File: src/rtl/pds_pkg.sv
package pds_pkg;

  typedef enum logic [4:0] {
    S_IDLE,
    S_UP_PRI, S_UP_SEC, S_UP_WSTAT, S_UP_CLK, S_UP_ISO, S_UP_RST,
    S_UP_MEM, S_UP_WMEM, S_UP_PROT, S_UP_WPROT,
    S_DN_PROT, S_DN_WPROT, S_DN_MEM, S_DN_WMEM, S_DN_ISO, S_DN_RST,
    S_DN_CLK, S_DN_PRI, S_DN_SEC, S_DN_WSTAT
  } seq_state_e;

  function automatic logic is_wait_state(seq_state_e s);
    return (s == S_UP_WSTAT) || (s == S_UP_WMEM) || (s == S_UP_WPROT) ||
           (s == S_DN_WPROT) || (s == S_DN_WMEM) || (s == S_DN_WSTAT);
  endfunction

endpackage

File: src/rtl/pds_wait_timer.sv
module pds_wait_timer #(
  parameter int unsigned TIMEOUT_CYCLES = 64,
  localparam int unsigned CW = $clog2(TIMEOUT_CYCLES + 1)
) (
  input  logic clk,
  input  logic rst_n,
  input  logic in_wait,
  output logic expired
);

  localparam logic [CW-1:0] RELOAD = CW'(TIMEOUT_CYCLES - 1);

  logic [CW-1:0] cnt_q, cnt_d;
  logic          cnt_en;

  // Count only inside a wait; reload whenever the sequencer is elsewhere.
  assign cnt_en = !in_wait || (cnt_q != '0);

  always_comb begin
    if (!in_wait) cnt_d = RELOAD;
    else          cnt_d = cnt_q - 1'b1;
  end

  always_ff @(posedge clk or negedge rst_n) begin
    if (!rst_n)      cnt_q <= RELOAD;
    else if (cnt_en) cnt_q <= cnt_d;
  end

  assign expired = in_wait && (cnt_q == '0);

  a_r9_fresh_window: assert property (@(posedge clk) disable iff (!rst_n)
    $rose(in_wait) |-> !expired);

endmodule

File: src/rtl/pds_ack_eval.sv
module pds_ack_eval #(
  parameter int unsigned            NUM_BANKS = 4,
  parameter logic [NUM_BANKS-1:0]   ACK_MASK  = '1
) (
  input  logic                 sw_stat_pri,
  input  logic                 sw_stat_sec,
  input  logic [NUM_BANKS-1:0] mem_ack,
  output logic                 stat_all_on,
  output logic                 stat_all_off,
  output logic                 mem_all_clear,
  output logic                 mem_all_set
);

  assign stat_all_on  = sw_stat_pri && sw_stat_sec;
  assign stat_all_off = !sw_stat_pri && !sw_stat_sec;

  generate
    if (ACK_MASK == '0) begin : g_no_ack
      logic unused_ack;
      assign unused_ack    = ^mem_ack;
      assign mem_all_clear = 1'b1;
      assign mem_all_set   = 1'b1;
    end else begin : g_ack
      logic [NUM_BANKS-1:0] seen;
      assign seen          = mem_ack & ACK_MASK;
      assign mem_all_clear = (seen == '0);
      assign mem_all_set   = (seen == ACK_MASK);
    end
  endgenerate

endmodule

File: src/rtl/pds_seq_fsm.sv
module pds_seq_fsm
  import pds_pkg::*;
#(
  parameter int unsigned NUM_BANKS    = 4,
  parameter bit          HAS_ACK      = 1'b1,
  parameter bit          USE_BUS_PROT = 1'b1
) (
  input  logic                 clk,
  input  logic                 rst_n,
  input  logic                 req_on,
  input  logic                 req_off,
  input  logic                 stat_all_on,
  input  logic                 stat_all_off,
  input  logic                 mem_all_clear,
  input  logic                 mem_all_set,
  input  logic                 prot_ack,
  input  logic                 tmo_expired,
  output logic                 in_wait,
  output logic                 busy,
  output logic                 done,
  output logic                 timeout_err,
  output logic                 sw_en_pri,
  output logic                 sw_en_sec,
  output logic                 iso_en,
  output logic                 dom_rst_n,
  output logic                 clk_gate,
  output logic [NUM_BANKS-1:0] mem_pdn,
  output logic                 prot_req
);

  seq_state_e state_q, state_d;
  logic done_d, err_d;
  logic pri_d, sec_d, iso_d, rstn_d, gate_d, prot_d;
  logic [NUM_BANKS-1:0] pdn_d;

  // Power-up tail after the memory step, shared by several states.
  function automatic seq_state_e after_up_mem();
    return USE_BUS_PROT ? S_UP_PROT : S_IDLE;
  endfunction

  always_comb begin
    state_d = state_q;
    done_d  = 1'b0;
    err_d   = 1'b0;
    pri_d   = sw_en_pri;
    sec_d   = sw_en_sec;
    iso_d   = iso_en;
    rstn_d  = dom_rst_n;
    gate_d  = clk_gate;
    pdn_d   = mem_pdn;
    prot_d  = prot_req;
    unique case (state_q)
      S_IDLE: begin
        if (req_on)       state_d = S_UP_PRI;
        else if (req_off) state_d = USE_BUS_PROT ? S_DN_PROT : S_DN_MEM;
      end
      S_UP_PRI:   begin pri_d  = 1'b1; state_d = S_UP_SEC; end
      S_UP_SEC:   begin sec_d  = 1'b1; state_d = S_UP_WSTAT; end
      S_UP_WSTAT: begin
        if (stat_all_on)      state_d = S_UP_CLK;
        else if (tmo_expired) begin err_d = 1'b1; state_d = S_IDLE; end
      end
      S_UP_CLK:   begin gate_d = 1'b0; state_d = S_UP_ISO; end
      S_UP_ISO:   begin iso_d  = 1'b0; state_d = S_UP_RST; end
      S_UP_RST:   begin rstn_d = 1'b1; state_d = S_UP_MEM; end
      S_UP_MEM: begin
        pdn_d = '0;
        if (HAS_ACK) state_d = S_UP_WMEM;
        else begin
          state_d = after_up_mem();
          done_d  = !USE_BUS_PROT;
        end
      end
      S_UP_WMEM: begin
        if (mem_all_clear) begin
          state_d = after_up_mem();
          done_d  = !USE_BUS_PROT;
        end else if (tmo_expired) begin err_d = 1'b1; state_d = S_IDLE; end
      end
      S_UP_PROT:  begin prot_d = 1'b0; state_d = S_UP_WPROT; end
      S_UP_WPROT: begin
        if (!prot_ack)        begin done_d = 1'b1; state_d = S_IDLE; end
        else if (tmo_expired) begin err_d  = 1'b1; state_d = S_IDLE; end
      end
      S_DN_PROT:  begin prot_d = 1'b1; state_d = S_DN_WPROT; end
      S_DN_WPROT: begin
        if (prot_ack)         state_d = S_DN_MEM;
        else if (tmo_expired) begin err_d = 1'b1; state_d = S_IDLE; end
      end
      S_DN_MEM: begin
        pdn_d   = '1;
        state_d = HAS_ACK ? S_DN_WMEM : S_DN_ISO;
      end
      S_DN_WMEM: begin
        if (mem_all_set)      state_d = S_DN_ISO;
        else if (tmo_expired) begin err_d = 1'b1; state_d = S_IDLE; end
      end
      S_DN_ISO:   begin iso_d  = 1'b1; state_d = S_DN_RST; end
      S_DN_RST:   begin rstn_d = 1'b0; state_d = S_DN_CLK; end
      S_DN_CLK:   begin gate_d = 1'b1; state_d = S_DN_PRI; end
      S_DN_PRI:   begin pri_d  = 1'b0; state_d = S_DN_SEC; end
      S_DN_SEC:   begin sec_d  = 1'b0; state_d = S_DN_WSTAT; end
      S_DN_WSTAT: begin
        if (stat_all_off)     begin done_d = 1'b1; state_d = S_IDLE; end
        else if (tmo_expired) begin err_d  = 1'b1; state_d = S_IDLE; end
      end
      default: state_d = S_IDLE;
    endcase
  end

  always_ff @(posedge clk or negedge rst_n) begin
    if (!rst_n) begin
      state_q     <= S_IDLE;
      done        <= 1'b0;
      timeout_err <= 1'b0;
      sw_en_pri   <= 1'b0;
      sw_en_sec   <= 1'b0;
      iso_en      <= 1'b1;
      dom_rst_n   <= 1'b0;
      clk_gate    <= 1'b1;
      mem_pdn     <= '1;
      prot_req    <= USE_BUS_PROT;
    end else begin
      state_q     <= state_d;
      done        <= done_d;
      timeout_err <= err_d;
      sw_en_pri   <= pri_d;
      sw_en_sec   <= sec_d;
      iso_en      <= iso_d;
      dom_rst_n   <= rstn_d;
      clk_gate    <= gate_d;
      mem_pdn     <= pdn_d;
      prot_req    <= prot_d;
    end
  end

  assign busy    = (state_q != S_IDLE);
  assign in_wait = is_wait_state(state_q);

  a_r2_sec_after_pri: assert property (@(posedge clk) disable iff (!rst_n)
    $rose(sw_en_sec) |-> $past(sw_en_pri));

  a_r3_mixed_holds: assert property (@(posedge clk) disable iff (!rst_n)
    (state_q == S_UP_WSTAT && !stat_all_on && !tmo_expired) |=> (state_q == S_UP_WSTAT));

  a_r4_single_step: assert property (@(posedge clk) disable iff (!rst_n)
    $countones({sw_en_pri ^ $past(sw_en_pri), sw_en_sec ^ $past(sw_en_sec),
                iso_en ^ $past(iso_en), dom_rst_n ^ $past(dom_rst_n),
                clk_gate ^ $past(clk_gate), |(mem_pdn ^ $past(mem_pdn)),
                prot_req ^ $past(prot_req)}) <= 1);

  a_r5_mem_after_grant: assert property (@(posedge clk) disable iff (!rst_n)
    (USE_BUS_PROT && $rose(mem_pdn[0])) |-> $past(prot_ack, 2));

  a_r6_sec_drops_last: assert property (@(posedge clk) disable iff (!rst_n)
    $fell(sw_en_sec) |-> (!sw_en_pri && $past(!sw_en_pri)));

  a_r9_err_to_idle: assert property (@(posedge clk) disable iff (!rst_n)
    timeout_err |-> (!busy && !done));

  a_r11_done_single: assert property (@(posedge clk) disable iff (!rst_n)
    done |=> !done);

endmodule

File: src/rtl/pwr_domain_seq.sv
module pwr_domain_seq #(
  parameter int unsigned          NUM_BANKS      = 4,
  parameter logic [NUM_BANKS-1:0] ACK_MASK       = 4'b1011,
  parameter bit                   USE_BUS_PROT   = 1'b1,
  parameter int unsigned          TIMEOUT_CYCLES = 64
) (
  input  logic                 clk,
  input  logic                 rst_n,
  input  logic                 req_on,
  input  logic                 req_off,
  output logic                 busy,
  output logic                 done,
  output logic                 timeout_err,
  output logic                 sw_en_pri,
  output logic                 sw_en_sec,
  input  logic                 sw_stat_pri,
  input  logic                 sw_stat_sec,
  output logic                 iso_en,
  output logic                 dom_rst_n,
  output logic                 clk_gate,
  output logic [NUM_BANKS-1:0] mem_pdn,
  input  logic [NUM_BANKS-1:0] mem_ack,
  output logic                 prot_req,
  input  logic                 prot_ack
);

  localparam bit HAS_ACK = (ACK_MASK != '0);

  logic stat_all_on, stat_all_off, mem_all_clear, mem_all_set;
  logic in_wait, tmo_expired;

  pds_ack_eval #(
    .NUM_BANKS (NUM_BANKS),
    .ACK_MASK  (ACK_MASK)
  ) u_eval (
    .sw_stat_pri   (sw_stat_pri),
    .sw_stat_sec   (sw_stat_sec),
    .mem_ack       (mem_ack),
    .stat_all_on   (stat_all_on),
    .stat_all_off  (stat_all_off),
    .mem_all_clear (mem_all_clear),
    .mem_all_set   (mem_all_set)
  );

  pds_wait_timer #(
    .TIMEOUT_CYCLES (TIMEOUT_CYCLES)
  ) u_timer (
    .clk     (clk),
    .rst_n   (rst_n),
    .in_wait (in_wait),
    .expired (tmo_expired)
  );

  pds_seq_fsm #(
    .NUM_BANKS    (NUM_BANKS),
    .HAS_ACK      (HAS_ACK),
    .USE_BUS_PROT (USE_BUS_PROT)
  ) u_fsm (
    .clk           (clk),
    .rst_n         (rst_n),
    .req_on        (req_on),
    .req_off       (req_off),
    .stat_all_on   (stat_all_on),
    .stat_all_off  (stat_all_off),
    .mem_all_clear (mem_all_clear),
    .mem_all_set   (mem_all_set),
    .prot_ack      (prot_ack),
    .tmo_expired   (tmo_expired),
    .in_wait       (in_wait),
    .busy          (busy),
    .done          (done),
    .timeout_err   (timeout_err),
    .sw_en_pri     (sw_en_pri),
    .sw_en_sec     (sw_en_sec),
    .iso_en        (iso_en),
    .dom_rst_n     (dom_rst_n),
    .clk_gate      (clk_gate),
    .mem_pdn       (mem_pdn),
    .prot_req      (prot_req)
  );

  a_r8_no_prot_req: assert property (@(posedge clk) disable iff (!rst_n)
    (!USE_BUS_PROT && $past(busy)) |-> !prot_req);

endmodule

File: config.mk
export PLATFORM = sky130hd
export DESIGN_NAME = pwr_domain_seq
export DESIGN_NICKNAME = d
export VERILOG_FILES = /design/src/rtl/pds_pkg.sv /design/src/rtl/pds_wait_timer.sv /design/src/rtl/pds_ack_eval.sv /design/src/rtl/pds_seq_fsm.sv /design/src/rtl/pwr_domain_seq.sv
export SDC_FILE = /design/constraint.sdc
export NUM_CORES = 1
export LEC_CHECK = 0
export BUFFER_PORTS_ARGS = -buffer_cell sky130_fd_sc_hd__buf_2
export CORE_UTILIZATION = 59
export DETAILED_ROUTE_END_ITERATION = 12
export HOLD_SLACK_MARGIN = 0.02
export PLACE_DENSITY = 0.93
export SLEW_MARGIN = 20
export SYNTH_ARGS = -nofsm -noshare
export SYNTH_HDL_FRONTEND = slang
export SYNTH_SLANG_ARGS = --single-unit
export TNS_END_PERCENT = 100
File: constraint.sdc
create_clock -name clk -period 4.2 [get_ports clk]
set_clock_uncertainty 0.15 [all_clocks]
set_input_delay 0.84 -clock clk [delete_from_list [all_inputs] [get_ports clk]]
set_output_delay 0.84 -clock clk [all_outputs]
set_load 0.005 [all_outputs]
==> impl_results.md <==
- Proportion of synthesized chip area in sequential cells: between 30% and 40%
- Cell count after synthesis: approximately 170
- Synthesis-stage register bit count: 21
- Share of cells above drive strength 1: between 20% and 30%
- Number of max-cap violations: 0
- Total clock buffers created by CTS: 3
- Number of routed nets with antenna violations: 0
- Die Span Y: 50.8 µm
- Clock Sinks: 21
- Die X: about 51 µm
- Mean cell area of the mapped netlist: 8.40 µm²
- Kind of critical path: reg2out
- Count of endpoints failing setup in the final report: 0
- Unrepaired setup endpoints after global routing: false
- Clock latency at the later pin of the worst-skew pair: between 0.3 and 0.4 ns
- Startpoint types: flop
- Peak fanout along the critical path: 18
- Routability congestion estimate from global placement: 0.956
- Max Fclk: 0.360 GHz
- IR Drop Worst-Case VDD: approximately 0.00042 V
- Max Transition Viols Final: 0
- Count of filler cells inserted in the layout: 189
- Max clock buf depth: 2
- Count of hold-fix buffers inserted at cts: 0
- Setup TNS: 0 ns
- Clock tree from TritonCTS: built
- Gates resized, CTS repair: 0
- Synthesized-area fraction occupied by and/or/nand/nor cells: 24.2%
- Relative contribution of sequential cells to total power: 41.9%
- Pin slew with the least headroom to its limit: around 0.7 ns
- Required time of the critical path: between 3 and 4 ns
- Pin count of the biggest net entering global routing: 22
- Clock-pin transition on the worst setup and hold timing paths: ~0.13 ns
- Total routing usage reported by global routing: between 20% and 30%
- Category of the worst setup path capture point: output port
- Cell count of the worst reg-to-reg path: 5
- YS warnings: 0
- Input/output buffers: 22
- Syn_nets: 179
- Core footprint: roughly 2200 µm²
- Proportion of synthesized flip-flops having asynchronous set or reset: 100%
- Main combinational cell family by area after synthesis: compound AO/OA/AOI/OAI gates
- Number of placed instances with taps included: a little over 200
- Via count of the first global-routing pass: 1250
- Post-DR wirelength/cell: 15.9 µm
- N_diodes: 0
- Number of flops mapped to enable cells by yosys: 0
- Average vias per placed instance: between 6 and 7
- Non-filler instance count after layout: 207
- Worst hold-check path type: in2async
- Leakage power of the design: 0.000620 µW
- Starting DRT DRC Count: 54
- Number of antenna violations at the first check in global routing: 0
- Post-CTS setup repair buffer count: 0
- Post-synthesis mux area share: 0.803%
- Final global-route overflow total: 0
- Switching share of power: 48.6%
- Share of the clock period used by the worst path: between 60% and 70%
- Xor-xnor portion of the synthesized cell area: 1.87%
- Int Power: 494 µW
- DRC viols: 0
- Area growth from synthesis to final layout: 7.23%
- Effective utilization at floorplan: 62.8%
- Total power draw: 960 µW
- Pwr/cell area: 638 nW/µm²
- Clock network fraction of total power: 10.5%
- Register-to-register path setup slack: 1.69 ns
- Netlist cell types: 45
- Compound-Gate Fraction of Synth Area: 26.6%
- CTS H-Tree Depth: 1
- Reg-to-reg endpoint: u_fsm.state_q[3]
- Cell at the root of the clock tree: sky130_fd_sc_hd__clkbuf_4
- Final routed wirelength across all metal layers: about 3300 µm
- Mapped Area: 1400 µm²
- Estimated wirelength of the detail-placed design: 2360 µm
- Fraction of the mapped netlist area in adder cells: 0.892%
- Row Count: 17
- Switching power: 466 µW
- Hold violation count in the final report: 0
- DRT Pass-1 Iters: 4
- Number of nets in the layout: around 190
- Critical R2R Launch: u_fsm.state_q[2]
- Worst slew margin relative to its limit: roughly 53%
- Die area: 2580 µm²
- Outcome: complete, no violations
- Wire length of the first global-routing pass: 5400 µm
- Routed vias: 1356
- Logic gate share of total power: 47.6%
- Top-level port count: 24
- Most frequent cells in the layout: sky130_fd_sc_hd__nand2_1, sky130_fd_sc_hd__buf_2, sky130_fd_sc_hd__nor2_1, sky130_fd_sc_hd__a21oi_1, sky130_fd_sc_hd__o21ai_0
- Crit path DAT: 1.79 ns
- Final min period: 2.78 ns
- Most used flip-flop cell after synthesis: sky130_fd_sc_hd__dfrtp_1
-- synth_stat cells, types with 5 or more instances --
cell type | count | area (µm²)
sky130_fd_sc_hd__inv_1 | 6 | 22.5
sky130_fd_sc_hd__clkbuf_1 | 10 | 37.5
sky130_fd_sc_hd__dfstp_2 | 10 | 263
sky130_fd_sc_hd__nor2b_1 | 5 | 31.3
sky130_fd_sc_hd__a21oi_1 | 12 | 60.1
sky130_fd_sc_hd__nor2_1 | 12 | 45.0
sky130_fd_sc_hd__nand2_1 | 22 | 82.6
sky130_fd_sc_hd__o211ai_1 | 6 | 45.0
sky130_fd_sc_hd__nand3_1 | 7 | 35.0
sky130_fd_sc_hd__dfrtp_1 | 11 | 275
sky130_fd_sc_hd__a31oi_1 | 6 | 37.5
sky130_fd_sc_hd__o21ai_0 | 12 | 60.1
-- per-layer routing --
| layer | share of wire [%] | global-route usage [%] | up-vias |
|---|---|---|---|
| met1 | 39 | 32.3 | 647 |
| li1 | - | - | 635 |
| met2 | 52 | 52.0 | 63 |
| met5 | 0 | 0 | - |
| met3 | 6.1 | 4.85 | 11 |
| met4 | 2.4 | 12.5 | 0 |
-- stage by stage --
step / cell area (µm²) / hold slack [ns] / setup WS, ns / util (%)
global route: 1500 / 0.345 / 1.35 / 67.3
CTS: 1500 / 0.330 / 1.50 / 67.3
global placement: 1480 / 0.315 / 1.78 / 66.1
detailed placement: 1480 / 0.343 / 1.76 / 66.1
finish: 1500 / 0.304 / 1.42 / 67.3
floorplan: 1400 / 0.316 / 1.93 / -
-- kinds of logic (layout without fill, tap and decap cells) --
kind of cell    Yosys count  count (layout)
compound gates           54              54
flops                    21              21
xor+xnor                  3               3
buf+inv                  21              33
simple gates             66              66
mux                       1               1
fa+ha+maj                 1               1
-- worst max-delay path by stage --
stage,startpoint,end
2_1_floorplan,u_timer.cnt_q[0],u_fsm.state_q[3]
3_3_place_gp,u_fsm.state_q[3],u_fsm.state_q[3]
3_5_place_dp,u_fsm.state_q[2],u_fsm.state_q[3]
4_1_cts,u_fsm.state_q[2],busy
5_1_grt,u_fsm.state_q[2],busy
6_report,u_fsm.state_q[2],busy
-- power by group through the flow --
stage,combinational (µW),sequential [µW],clock (µW)
floorplan,431,304,0
global placement,434,396,0
detailed placement,450,400,0
CTS,453,396,102
global route,515,414,109
finish,457,402,101
-- critical path, stage by stage, from the launching register on --
cell                      delay, ns
sky130_fd_sc_hd__dfrtp_1       0.64
sky130_fd_sc_hd__nor3_1        0.52
sky130_fd_sc_hd__nand2_1       0.16
sky130_fd_sc_hd__buf_2         0.16
-- registers in the layout, indices dropped and copies added (netlist names) --
signal / flops
u_fsm.timeout_err: 1
u_fsm.done: 1
u_fsm.state_q: 5
u_fsm.clk_gate: 1
u_fsm.sw_en_sec: 1
u_fsm.sw_en_pri: 1
u_fsm.prot_req: 1
u_fsm.dom_rst_n: 1
u_timer.cnt_q: 7
u_fsm.iso_en: 1
u_fsm.mem_pdn: 1
-- cell type report --
type                    count  area [µm²]  share of cell area (%)
clock buffers               3        22.5                    1.50
clock inverters             1        5.00                   0.333
inverters                   7        31.3                    2.08
multi-input cells         125         762                    50.7
flip-flops and latches     21         538                    35.8
well taps                  28        35.0                    2.33
repair buffers             22         110                    7.32
(Power assumes the default switching activity.)
